### src/rtl/act_pkg.sv
`timescale 1ns/1ps
package act_pkg;
  typedef enum logic [1:0] {
    FN_PASS = 2'b00,
    FN_RELU = 2'b01,
    FN_SIGM = 2'b10,
    FN_RSVD = 2'b11
  } act_fn_e;
endpackage

### src/rtl/act_lane.sv
`timescale 1ns/1ps
module act_lane #(
  parameter int IN_W      = 32,
  parameter int OUT_W     = 8,
  parameter int SIG_SHIFT = 2
) (
  input  act_pkg::act_fn_e     fn,
  input  logic [IN_W-1:0]      din,
  output logic [OUT_W-1:0]     dout
);
  localparam logic signed [IN_W:0] MID  = (IN_W+1)'(2**(OUT_W-1));
  localparam logic signed [IN_W:0] MAXV = (IN_W+1)'(2**OUT_W - 1);

  logic signed [IN_W:0] ext, shf, sum;
  logic [OUT_W-1:0] sig_q;

  always_comb begin
    ext = {din[IN_W-1], din};
    shf = ext >>> SIG_SHIFT;
    sum = shf + MID;
    if (sum < 0)         sig_q = '0;
    else if (sum > MAXV) sig_q = MAXV[OUT_W-1:0];
    else                 sig_q = sum[OUT_W-1:0];
  end

  always_comb begin
    unique case (fn)
      act_pkg::FN_RELU: dout = din[IN_W-1] ? '0 : din[OUT_W-1:0];
      act_pkg::FN_SIGM: dout = sig_q;
      default:          dout = din[OUT_W-1:0];
    endcase
  end
endmodule

### src/rtl/act_vector.sv
`timescale 1ns/1ps
module act_vector #(
  parameter int LANES     = 4,
  parameter int IN_W      = 32,
  parameter int OUT_W     = 8,
  parameter int SIG_SHIFT = 2
) (
  input  act_pkg::act_fn_e         fn,
  input  logic [LANES*IN_W-1:0]    din,
  output logic [LANES*OUT_W-1:0]   dout
);
  for (genvar g = 0; g < LANES; g++) begin : g_lane
    act_lane #(
      .IN_W(IN_W), .OUT_W(OUT_W), .SIG_SHIFT(SIG_SHIFT)
    ) u_lane (
      .fn  (fn),
      .din (din[g*IN_W +: IN_W]),
      .dout(dout[g*OUT_W +: OUT_W])
    );
  end
endmodule

### src/rtl/act_seq.sv
`timescale 1ns/1ps
module act_seq #(
  parameter int ACC_AW = 8,
  parameter int UB_AW  = 8,
  parameter int CNT_W  = ACC_AW + 1
) (
  input  logic               clk,
  input  logic               rst,
  input  logic               start,
  input  act_pkg::act_fn_e   fn_in,
  input  logic [ACC_AW-1:0]  src_addr,
  input  logic [UB_AW-1:0]   dst_addr,
  input  logic [CNT_W-1:0]   count,
  output act_pkg::act_fn_e   fn_q,
  output logic               busy,
  output logic               done,
  output logic               rd_en,
  output logic [ACC_AW-1:0]  rd_addr,
  output logic               wr_en,
  output logic [UB_AW-1:0]   wr_addr
);
  logic [CNT_W-1:0] remain;

  always_ff @(posedge clk) begin
    if (rst) begin
      fn_q    <= act_pkg::FN_PASS;
      busy    <= 1'b0;
      done    <= 1'b0;
      rd_en   <= 1'b0;
      rd_addr <= '0;
      wr_en   <= 1'b0;
      wr_addr <= '0;
      remain  <= '0;
    end else begin
      done  <= 1'b0;
      wr_en <= rd_en;
      if (wr_en) wr_addr <= wr_addr + 1'b1;
      if (start && !busy) begin
        fn_q <= fn_in;
        if (count == '0) begin
          done <= 1'b1;
        end else begin
          busy    <= 1'b1;
          rd_en   <= 1'b1;
          rd_addr <= src_addr;
          remain  <= count - 1'b1;
          wr_addr <= dst_addr;
        end
      end else if (busy) begin
        if (rd_en) begin
          if (remain == '0) begin
            rd_en <= 1'b0;
          end else begin
            rd_addr <= rd_addr + 1'b1;
            remain  <= remain - 1'b1;
          end
        end
        if (wr_en && !rd_en) begin
          busy <= 1'b0;
          done <= 1'b1;
        end
      end
    end
  end
endmodule

### src/rtl/act_unit.sv
`timescale 1ns/1ps
module act_unit #(
  parameter int LANES     = 4,
  parameter int ACC_W     = 32,
  parameter int OUT_W     = 8,
  parameter int ACC_AW    = 8,
  parameter int UB_AW     = 8,
  parameter int CNT_W     = ACC_AW + 1,
  parameter int SIG_SHIFT = 2
) (
  input  logic                     clk,
  input  logic                     rst,
  input  logic                     start,
  input  logic [1:0]               func_sel,
  input  logic [ACC_AW-1:0]        src_addr,
  input  logic [UB_AW-1:0]         dst_addr,
  input  logic [CNT_W-1:0]         count,
  output logic                     busy,
  output logic                     done,
  output logic                     acc_rd_en,
  output logic [ACC_AW-1:0]        acc_rd_addr,
  input  logic [LANES*ACC_W-1:0]   acc_rd_data,
  output logic                     ub_wr_en,
  output logic [UB_AW-1:0]         ub_wr_addr,
  output logic [LANES*OUT_W-1:0]   ub_wr_data
);
  act_pkg::act_fn_e fn_q;

  act_seq #(
    .ACC_AW(ACC_AW), .UB_AW(UB_AW), .CNT_W(CNT_W)
  ) u_seq (
    .clk     (clk),
    .rst     (rst),
    .start   (start),
    .fn_in   (act_pkg::act_fn_e'(func_sel)),
    .src_addr(src_addr),
    .dst_addr(dst_addr),
    .count   (count),
    .fn_q    (fn_q),
    .busy    (busy),
    .done    (done),
    .rd_en   (acc_rd_en),
    .rd_addr (acc_rd_addr),
    .wr_en   (ub_wr_en),
    .wr_addr (ub_wr_addr)
  );

  act_vector #(
    .LANES(LANES), .IN_W(ACC_W), .OUT_W(OUT_W), .SIG_SHIFT(SIG_SHIFT)
  ) u_vec (
    .fn  (fn_q),
    .din (acc_rd_data),
    .dout(ub_wr_data)
  );
endmodule

### config.mk
export PLATFORM = sky130hd
export DESIGN_NAME = act_unit
export DESIGN_NICKNAME = d
export VERILOG_FILES = /design/src/rtl/act_pkg.sv /design/src/rtl/act_lane.sv /design/src/rtl/act_vector.sv /design/src/rtl/act_seq.sv /design/src/rtl/act_unit.sv
export SDC_FILE = /design/constraint.sdc
export NUM_CORES = 1
export LEC_CHECK = 0
export ABC_AREA = 0
export ABC_CLOCK_PERIOD_IN_PS = 3100
export BUFFER_PORTS_ARGS = -buffer_cell sky130_fd_sc_hd__clkbuf_2
export CAP_MARGIN = 20
export CORE_ASPECT_RATIO = 1.4
export CORE_MARGIN = 1.5
export CORE_UTILIZATION = 45
export CTS_BUF_LIST = sky130_fd_sc_hd__clkbuf_8
export DETAILED_ROUTE_END_ITERATION = 10
export PLACE_DENSITY = 0.84
export SYNTH_ARGS = -nofsm -noshare
export SYNTH_HDL_FRONTEND = slang
export SYNTH_HIERARCHICAL = 1
export SYNTH_SLANG_ARGS = --single-unit
### constraint.sdc
create_clock -name clk -period 3.1 [get_ports clk]
set_input_delay 0.31 -clock clk [delete_from_list [all_inputs] [get_ports clk]]
set_output_delay 0.31 -clock clk [all_outputs]
set_load 0.02 [all_outputs]
Word level (Yosys, flattened, before mapping)
Cells that the tools add are included.
Storage, ports and cells
  output and inout bits: 52
  bits in latches: 0
  memory bits (writable): 0
  word-level logic and storage cells: 79
  bits of input ports: 158
  bits in read-only memories: 0
  memories kept: 0
  flip-flop bits (word level): 31
Cells by class
  $lt $le $gt $ge: 8
  muxes and demuxes: 41
  multiply operators: 0
  div/mod/pow operators: 0
  shifts and indexed selects: 0
  eq/ne operators: 4
  add/subtract/negate cells: 8
  bitwise logic cells: 0
  reduce and logical (&&, ||, !) cells: 10
Operator list (number)
  $mux 8: 20
  $add 30x9->31 const B: 4
  $gt 31x9->1 const B: 4
  $lt 31x1->1 const B: 4
  $pmux 8 s2: 4
  $mux 9: 5
  $logic_not 9->1: 2
  $sub 9x1->9 const B: 2
  $add 8x1->8 const B: 2
  $mux 1: 12
  $reduce_and 4->1: 1
  $reduce_bool 2->1: 2
  $eq 2x1->1 const B: 1
  $eq 2x2->1 const B: 1
  $logic_and 1x1->1: 2
  $logic_not 1->1: 2
  $ne 2x1->1 const B: 1
  $ne 2x2->1 const B: 1
  $reduce_and 2->1: 1

Depth between registers and ports, before layout
Gate-level depths: netlist (run 1).
  word-level depth: 5
  mapped depth: 10

Cells and area by module
Netlist (run 1), hierarchy kept.
By module, submodules not included
  act_lane: cells each 118, times used 4, area an instance 763.2 um^2
  act_seq: cells each 230, times used 1, area an instance 1816.7 um^2

Worst setup path after synthesis (run 1)
OpenSTA, ideal clock, no wires.
  kind: reg-to-reg
  start point: register u_seq.busy
  end point: register u_seq.remain[4]
  cell stages (with the launch flop): 11
  setup slack: 0.425 ns
  data arrival time: 2.598 ns
  clock period less this slack: 2.675 ns
  setup time: 0.077 ns
  path buffers: 3
  cell sequence: dfxtp_1 -> nor2b_1 -> buf_6 -> clkbuf_1 -> buf_2 -> mux2i_1 -> ha_1 -> o211a_1 -> nand2_1 -> or4_1 -> a41oi_2
On the way
  longest elaborated chain between the ends: 4
  elaborated cells between the ends (all ways): 8
  classes of those cells: eq/ne (2); mux (1); reduce/logical (5)
RTL lines
  start: declaration: RTL line act_seq.sv:15  | output logic busy,
  start signal: assignment: RTL line act_seq.sv:27  | busy <= 1'b0;
  start signal: assignment: RTL line act_seq.sv:43  | busy <= 1'b1;
  start signal: assignment: RTL line act_seq.sv:59  | busy <= 1'b0;
  $logic_not 1->1: RTL line act_seq.sv:38  | if (start && !busy) begin
  $logic_and 1x1->1: RTL line act_seq.sv:38
  $ne 2x2->1 (no source line), or another cell as far along
  $reduce_and 4->1 (no source line)
  end signal: assignment: RTL line act_seq.sv:46  | remain <= count - 1'b1;
  end signal: assignment: RTL line act_seq.sv:55  | remain <= remain - 1'b1;
  end: declaration: RTL line act_seq.sv:22  | logic [CNT_W-1:0] remain;
Parallel ways exist; a longest one is shown, timed or not.
A chain may end at the register's enable or synchronous reset.

Final worst setup path (run 1)
  start point: input port acc_rd_data[105]
  end point: output port ub_wr_data[24]
On the way
  longest elaborated chain between the ends: 5
  elaborated cells between the ends (all ways): 6
  classes of those cells: add/sub (1); order compare (2); mux (3)
RTL lines
  start: declaration: RTL line act_unit.sv:22  | input logic [LANES*ACC_W-1:0] acc_rd_data,
  $add 30x9->31 (*): RTL line act_lane.sv:20  | sum = shf + MID;
  $gt 31x9->1: RTL line act_lane.sv:22  | else if (sum > MAXV) sig_q = MAXV[OUT_W-1:0];
  $mux 8: RTL line act_lane.sv:22
  $mux 8 (*): RTL line act_lane.sv:21  | if (sum < 0) sig_q = '0;
  $pmux 8 s2 (*): RTL line act_lane.sv:27  | unique case (fn)
  end: declaration: RTL line act_unit.sv:25  | output logic [LANES*OUT_W-1:0] ub_wr_data
Mark *: on every way between the ends. The rest lies on a longest branch, timed or not.

==> run_results.csv, run 1 <==
group,metric,value,unit
sta,slew-limit-headroom,0.457,
global_route,antenna_found_initial,0,
routing,postRouteAntennaNets,0,
routing,wirelength,14500,µm
cts,clkSlewWorstSetupHoldPaths,0.06,ns
cts,cts_resized,0,
min_path,hp-class,"input port to flip-flop",
layout,drive_gt1_frac,0.289,
critical_path,critPathLaunchType,"input port",
critical_path,cpMaxStageDelayCell,"nor4_4",
logic_synthesis,avgSynthCellArea,6.94,µm²
floorplanning,boundaryPins,210,
sta,hold_viol,0,
power_and_ir_drop,ir_drop,0.000407,V
cts,cts-root-buf,"clkbuf_8",
routing,vias_per_cell,5.90,
routing,drtIter0Drc,282,
layout,diodes,0,
sta,finalClockSkew,0.00741,ns
cts,insertion_delay,0.28,ns
cts,cts_tree,"yes",
layout,final_net_count,1089,
routing,routedWlPerCell,13.9,µm
placed_design,placedCellCount,1040,
cts,htree_levels,2,
cts,cts_num_sinks,31,
critical_path,endpoint_kind,"output pin",
sta,rsz0062_at_grt,"no",
global_route,grt_max_degree,34,
logic_synthesis,yosysSeqAreaShare,0.127,
sta,fin_crit,2.89,ns
critical_path,cpPeakStageDelay,0.48,ns
sta,post-route-period-util,0.934,
global_route,overflow,0,
floorplanning,die_y,126,µm
logic_synthesis,ys_types,60,
floorplanning,start_util,0.466,
floorplanning,rows,44,
routing,vias,6196,
cts,hold_buffers,0,
critical_path,crit_buf_inv,2,
layout,final_common_cell,"clkbuf_2",
sta,slew_viol_final,0,
global_route,grt_pass1_wl,24200,µm
global_route,grt_pass1_vias,5652,
sta,worstMarginPinSlew,0.814,ns
routing,drc_errors,0,
cts,cts_inserted_buffers,5,
global_route,grt_usage,0.241,
logic_synthesis,async_reset_ff_frac,0,
placed_design,dp_worst_setup_slack,0.151,ns
critical_path,cp_cell_sequence,"clkbuf_2 -> ha_1 -> nand2_1 -> nor4_1 -> mux2_1 -> o21ai_0 -> nand3_2 -> nor4_4 -> a32oi_1 -> clkbuf_2",
critical_path,r2r_slack,0.61,ns
placed_design,io_buffers,209,
layout,stdcell_count,1050,
critical_path,worst-setup-path-type,"input port to output pin",
floorplanning,core_area,0.0105,mm²
sta,layout_setup_ws,0.206,ns
placed_design,globalplace.congestion,0.962,
power_and_ir_drop,power,1.68,mW
power_and_ir_drop,power_density,272,mW/mm²
sta,max_freq,346,MHz
layout,area_delta_synth_final,26.9,%
critical_path,cp_common_cell,"clkbuf_2",
logic_synthesis,synthCells,702,
layout,layout_common_cells,"clkbuf_2, nand2_1, nor2_1",
logic_synthesis,synthFlopType,"dfxtp_1",
routing,firstDrtPassIters,4,
floorplanning,die_w,90.9,µm
logic_synthesis,synth_nets,879,
power_and_ir_drop,p_leak,2.71,nW
logic_synthesis,syn_area,0.00487,mm²
logic_synthesis,synth_edf_count,0,
job,cap_violations,0,
sta,setup_tns,0,ns
critical_path,cp_data_arrival_time,2.58,ns
logic_synthesis,synth_seq_cells,31,
sta,setup_viol,0,
status,status,"completed",
critical_path,crit_family,"simple AND/OR/NAND/NOR gates",
logic_synthesis,ys_warn_count,6,
critical_path,worstPathRequired,2.79,ns
cts,clk_path_buf_depth,2,
critical_path,cp_max_fo,8,
placed_design,hpwl,11700,µm
floorplanning,design.die.area,0.0115,mm²
## worst min-delay path: cells and delay by family
kind	cells	cell delay [ns]
buf+inv	1	0.08
simple gates	1	0.05
compound gates	1	0.05
## routing by layer
layer / GRT usage / routed length, µm / up-vias
li1: - / - / 3125
met1: 0.275 / 5940 / 2823
met2: 0.466 / 7590 / 224
met3: 0.0272 / 793 / 24
met4: 0.0616 / 221 / 0
met5: 0 / 0 / -
## final timing paths
path                                        from               to  cells after the start
worst max-delay path            acc_rd_data[105]   ub_wr_data[24]                     10
worst min-delay path                 func_sel[0]    u_seq/fn_q[0]                      3
worst max register to register        u_seq/busy  u_seq/remain[4]                      8
worst min register to register   u_seq/remain[0]  u_seq/remain[0]                      2
## cells by family after synthesis
logic type | count (synthesis) | share of synthesized area
buffers and inverters | 62 | 0.0586
xor gates and xnor gates | 26 | 0.0468
and+or+nand+nor | 334 | 0.379
muxes | 20 | 0.0426
adders and majority gates | 19 | 0.0488
DFF | 31 | 0.127
AOI/OAI and AO/OA | 210 | 0.297
## registers in the layout, summed over array words and instances (netlist names)
name           flops
u_seq/remain       9
u_seq/rd_addr      8
u_seq/wr_addr      8
u_seq/fn_q         2
u_seq/busy         1
u_seq/done         1
u_seq/rd_en        1
u_seq/wr_en        1
## what timing repair did
| action | CTS | global route |
|---|---|---|
| setup buffers | 0 | 3 |
| hold endpoints to repair | 0 | 0 |
| endpoints found under the setup margin | 0 | 16 |
## through the flow
step                       util  cell area, µm²  hold slack (ns)
final                     0.591            6180            0.250
after global routing      0.591            6180            0.260
after CTS                 0.589            6160            0.248
after detailed placement  0.579            6050            0.461
after global placement    0.579            6050            0.461
after floorplan               -            4870            0.382
## Yosys cell counts (all sizes together) (5+ instances only)
master / instances / share of area
inv: 40 / 0.031
a211oi: 10 / 0.015
xnor2: 18 / 0.032
o2111ai: 5 / 0.0090
ha: 19 / 0.049
clkbuf: 12 / 0.0092
mux2: 6 / 0.014
nor2: 63 / 0.049
a21oi: 53 / 0.054
dfxtp: 31 / 0.13
a41oi: 6 / 0.012
a31oi: 5 / 0.0064
or4: 5 / 0.0077
o22ai: 9 / 0.012
nor4: 30 / 0.070
nor3: 12 / 0.012
xor2: 8 / 0.014
a21o: 8 / 0.012
o21ai: 43 / 0.045
nand3: 30 / 0.035
nand2: 107 / 0.082
mux2i: 14 / 0.029
o311ai: 5 / 0.0090
a32oi: 32 / 0.058
and2: 18 / 0.023
nand3b: 11 / 0.017
buf: 10 / 0.018
nand4: 41 / 0.058
## power by group
group          switching (mW)  internal (mW)  leakage [nW]  total (mW)
registers              0.0479          0.437         0.256       0.484
logic                   0.497          0.320          2.40       0.817
clock network           0.147          0.232        0.0554       0.379
total                   0.692          0.988          2.71        1.68
## layout make-up
class | instances | area, µm²
multi-input combinational | 609 | 3970
fill | 1017 | 4280
sequential | 31 | 621
inverter | 40 | 150
timing repair buffer | 225 | 1170
clock inverter | 2 | 33.8
tap | 138 | 173
clock buffer | 5 | 68.8
No activity file was read; power rests on OpenSTA's default activity.
==> run 2, diff against run 1 <==
CAP_MARGIN = not set   (was 20)
CORE_UTILIZATION = 41   (was 45)
CTS_BUF_LIST = sky130_fd_sc_hd__clkbuf_16   (was sky130_fd_sc_hd__clkbuf_8)
PLACE_DENSITY = 0.79   (was 0.84)
==> run_results.csv, run 2 (same netlist as run 1, synthesis figures left out) <==
group,metric,value,unit
cts,clkSlewWorstSetupHoldPaths,0.05,ns
power_and_ir_drop,power_density,286,mW/mm²
cts,clk_path_buf_depth,2,
routing,vias,6186,
power_and_ir_drop,ir_drop,0.000418,V
placed_design,placed_cell_area,0.00608,mm²
critical_path,cpMaxStageDelayCell,"nor4_4",
sta,hold_viol,0,
critical_path,worstPathRequired,2.79,ns
layout,drive_gt1_frac,0.289,
critical_path,cp_common_cell,"clkbuf_2",
layout,final_cell_area,0.00622,mm²
job,cap_violations,0,
routing,wirelength,15900,µm
floorplanning,start_util,0.425,
layout,regMostFlops,"u_seq/remain",
cts,cts_setup_buffers,0,
layout,seq_area,621,µm²
layout,final_util,0.543,
layout,area_delta_synth_final,27.7,%
floorplanning,die_w,95.1,µm
layout,diodes,0,
sta,rsz0062_at_grt,"no",
sta,slew_viol_final,0,
layout,final_net_count,1089,
placed_design,hpwl,12900,µm
sta,max_freq,340,MHz
critical_path,endpoint_kind,"output pin",
cts,cts-root-buf,"clkbuf_16",
critical_path,crit_buf_inv,2,
sta,worstMarginPinSlew,0.802,ns
cts,cts_resized,0,
routing,vias_per_cell,5.86,
critical_path,cp_cell_sequence,"clkbuf_2 -> ha_1 -> nand2_1 -> nor4_1 -> mux2_1 -> o21ai_0 -> nand3_2 -> nor4_4 -> a32oi_1 -> clkbuf_2",
sta,fin_hold_ws,0.259,ns
routing,drtIter0Drc,267,
floorplanning,core_area,0.0115,mm²
floorplanning,design.die.area,0.0125,mm²
sta,setup_tns,0,ns
routing,drc_errors,0,
layout,fill_cells,1176,
routing,postRouteAntennaNets,0,
floorplanning,boundaryPins,210,
cts,cts_num_sinks,31,
global_route,grt_usage,0.242,
sta,post-route-period-util,0.950,
sta,slew-limit-headroom,0.465,
cts,hold_buffers,0,
global_route,grt_max_degree,34,
power_and_ir_drop,p_leak,2.72,nW
global_route,overflow,0,
layout,top_regs,"u_seq/remain x9, u_seq/rd_addr x8, u_seq/wr_addr x8",
floorplanning,rows,46,
critical_path,critPathLaunchType,"input port",
critical_path,cpPeakStageDelay,0.45,ns
routing,firstDrtPassIters,5,
sta,setup_viol,0,
critical_path,cp_data_arrival_time,2.63,ns
min_path,hp-class,"input port to flip-flop",
placed_design,io_buffers,209,
cts,cts_inserted_buffers,5,
cts,htree_levels,2,
critical_path,cp_max_fo,8,
status,status,"completed",
global_route,grt_pass1_wl,25400,µm
layout,multi_input_area,0.00397,mm²
global_route,grt_pass1_vias,5699,
routing,routedWlPerCell,15.1,µm
sta,fin_crit,2.94,ns
cts,cts_tree,"yes",
cts,insertion_delay,0.28,ns
global_route,antenna_found_initial,0,
layout,final_common_cell,"clkbuf_2",
layout,largest_reg_flops,9,
layout,layout_common_cells,"clkbuf_2, nand2_1, nor2_1",
critical_path,crit_family,"simple AND/OR/NAND/NOR gates",
sta,finalClockSkew,0.00620,ns
critical_path,worst-setup-path-type,"input port to output pin",
placed_design,globalplace.congestion,0.968,
floorplanning,die_y,132,µm
-- run 2: metrics by stage --
stage | cells | setup slack [ns] | power, mW
2_1_floorplan | 702 | 0.425 | 0.992
3_3_place_gp | 1049 | 0.276 | 1.30
3_5_place_dp | 1049 | 0.209 | 1.32
4_1_cts | 1056 | 0.205 | 1.78
5_1_grt | 1056 | 0.0379 | 1.90
6_report | 1056 | 0.155 | 1.78
-- run 2: final cells by class --
class                      instances  area share
multi-input combinational        609       0.638
timing repair buffer             225       0.188
sequential                        31      0.0998
tap                              144      0.0290
inverter                          40      0.0241
clock buffer                       5      0.0201
clock inverter                     2     0.00141
-- run 2: worst paths after layout --
path | start | to | slack, ns | cells past startpoint
hold reg to reg | u_seq/remain[7] | u_seq/remain[7] | 0.48 | 2
hold / removal | func_sel[0] | u_seq/fn_q[0] | 0.26 | 3
setup / recovery | acc_rd_data[9] | ub_wr_data[7] | 0.16 | 10
setup reg to reg | u_seq/busy | u_seq/remain[4] | 0.61 | 8
-- run 2: worst register-to-register path: stages, from the launching register on --
cell,delay (ns)
dfxtp_1,0.39
nor2b_2,0.21
mux2_2,0.41
inv_2,0.11
ha_1,0.27
o211a_1,0.28
nand2_1,0.09
or4_1,0.49
a41oi_2,0.16
-- run 2: report_power, final --
| part | switching (mW) | internal, mW |
|---|---|---|
| logic | 0.510 | 0.325 |
| clock network | 0.169 | 0.288 |
| registers | 0.0505 | 0.437 |
-- run 2: metal layers --
metal | wire length (µm) | global-route usage | up-vias
li1 | - | - | 3113
met3 | 895 | 0.0358 | 29
met1 | 6160 | 0.262 | 2841
met2 | 8470 | 0.456 | 203
met4 | 404 | 0.0887 | 0
met5 | 0 | 0 | -
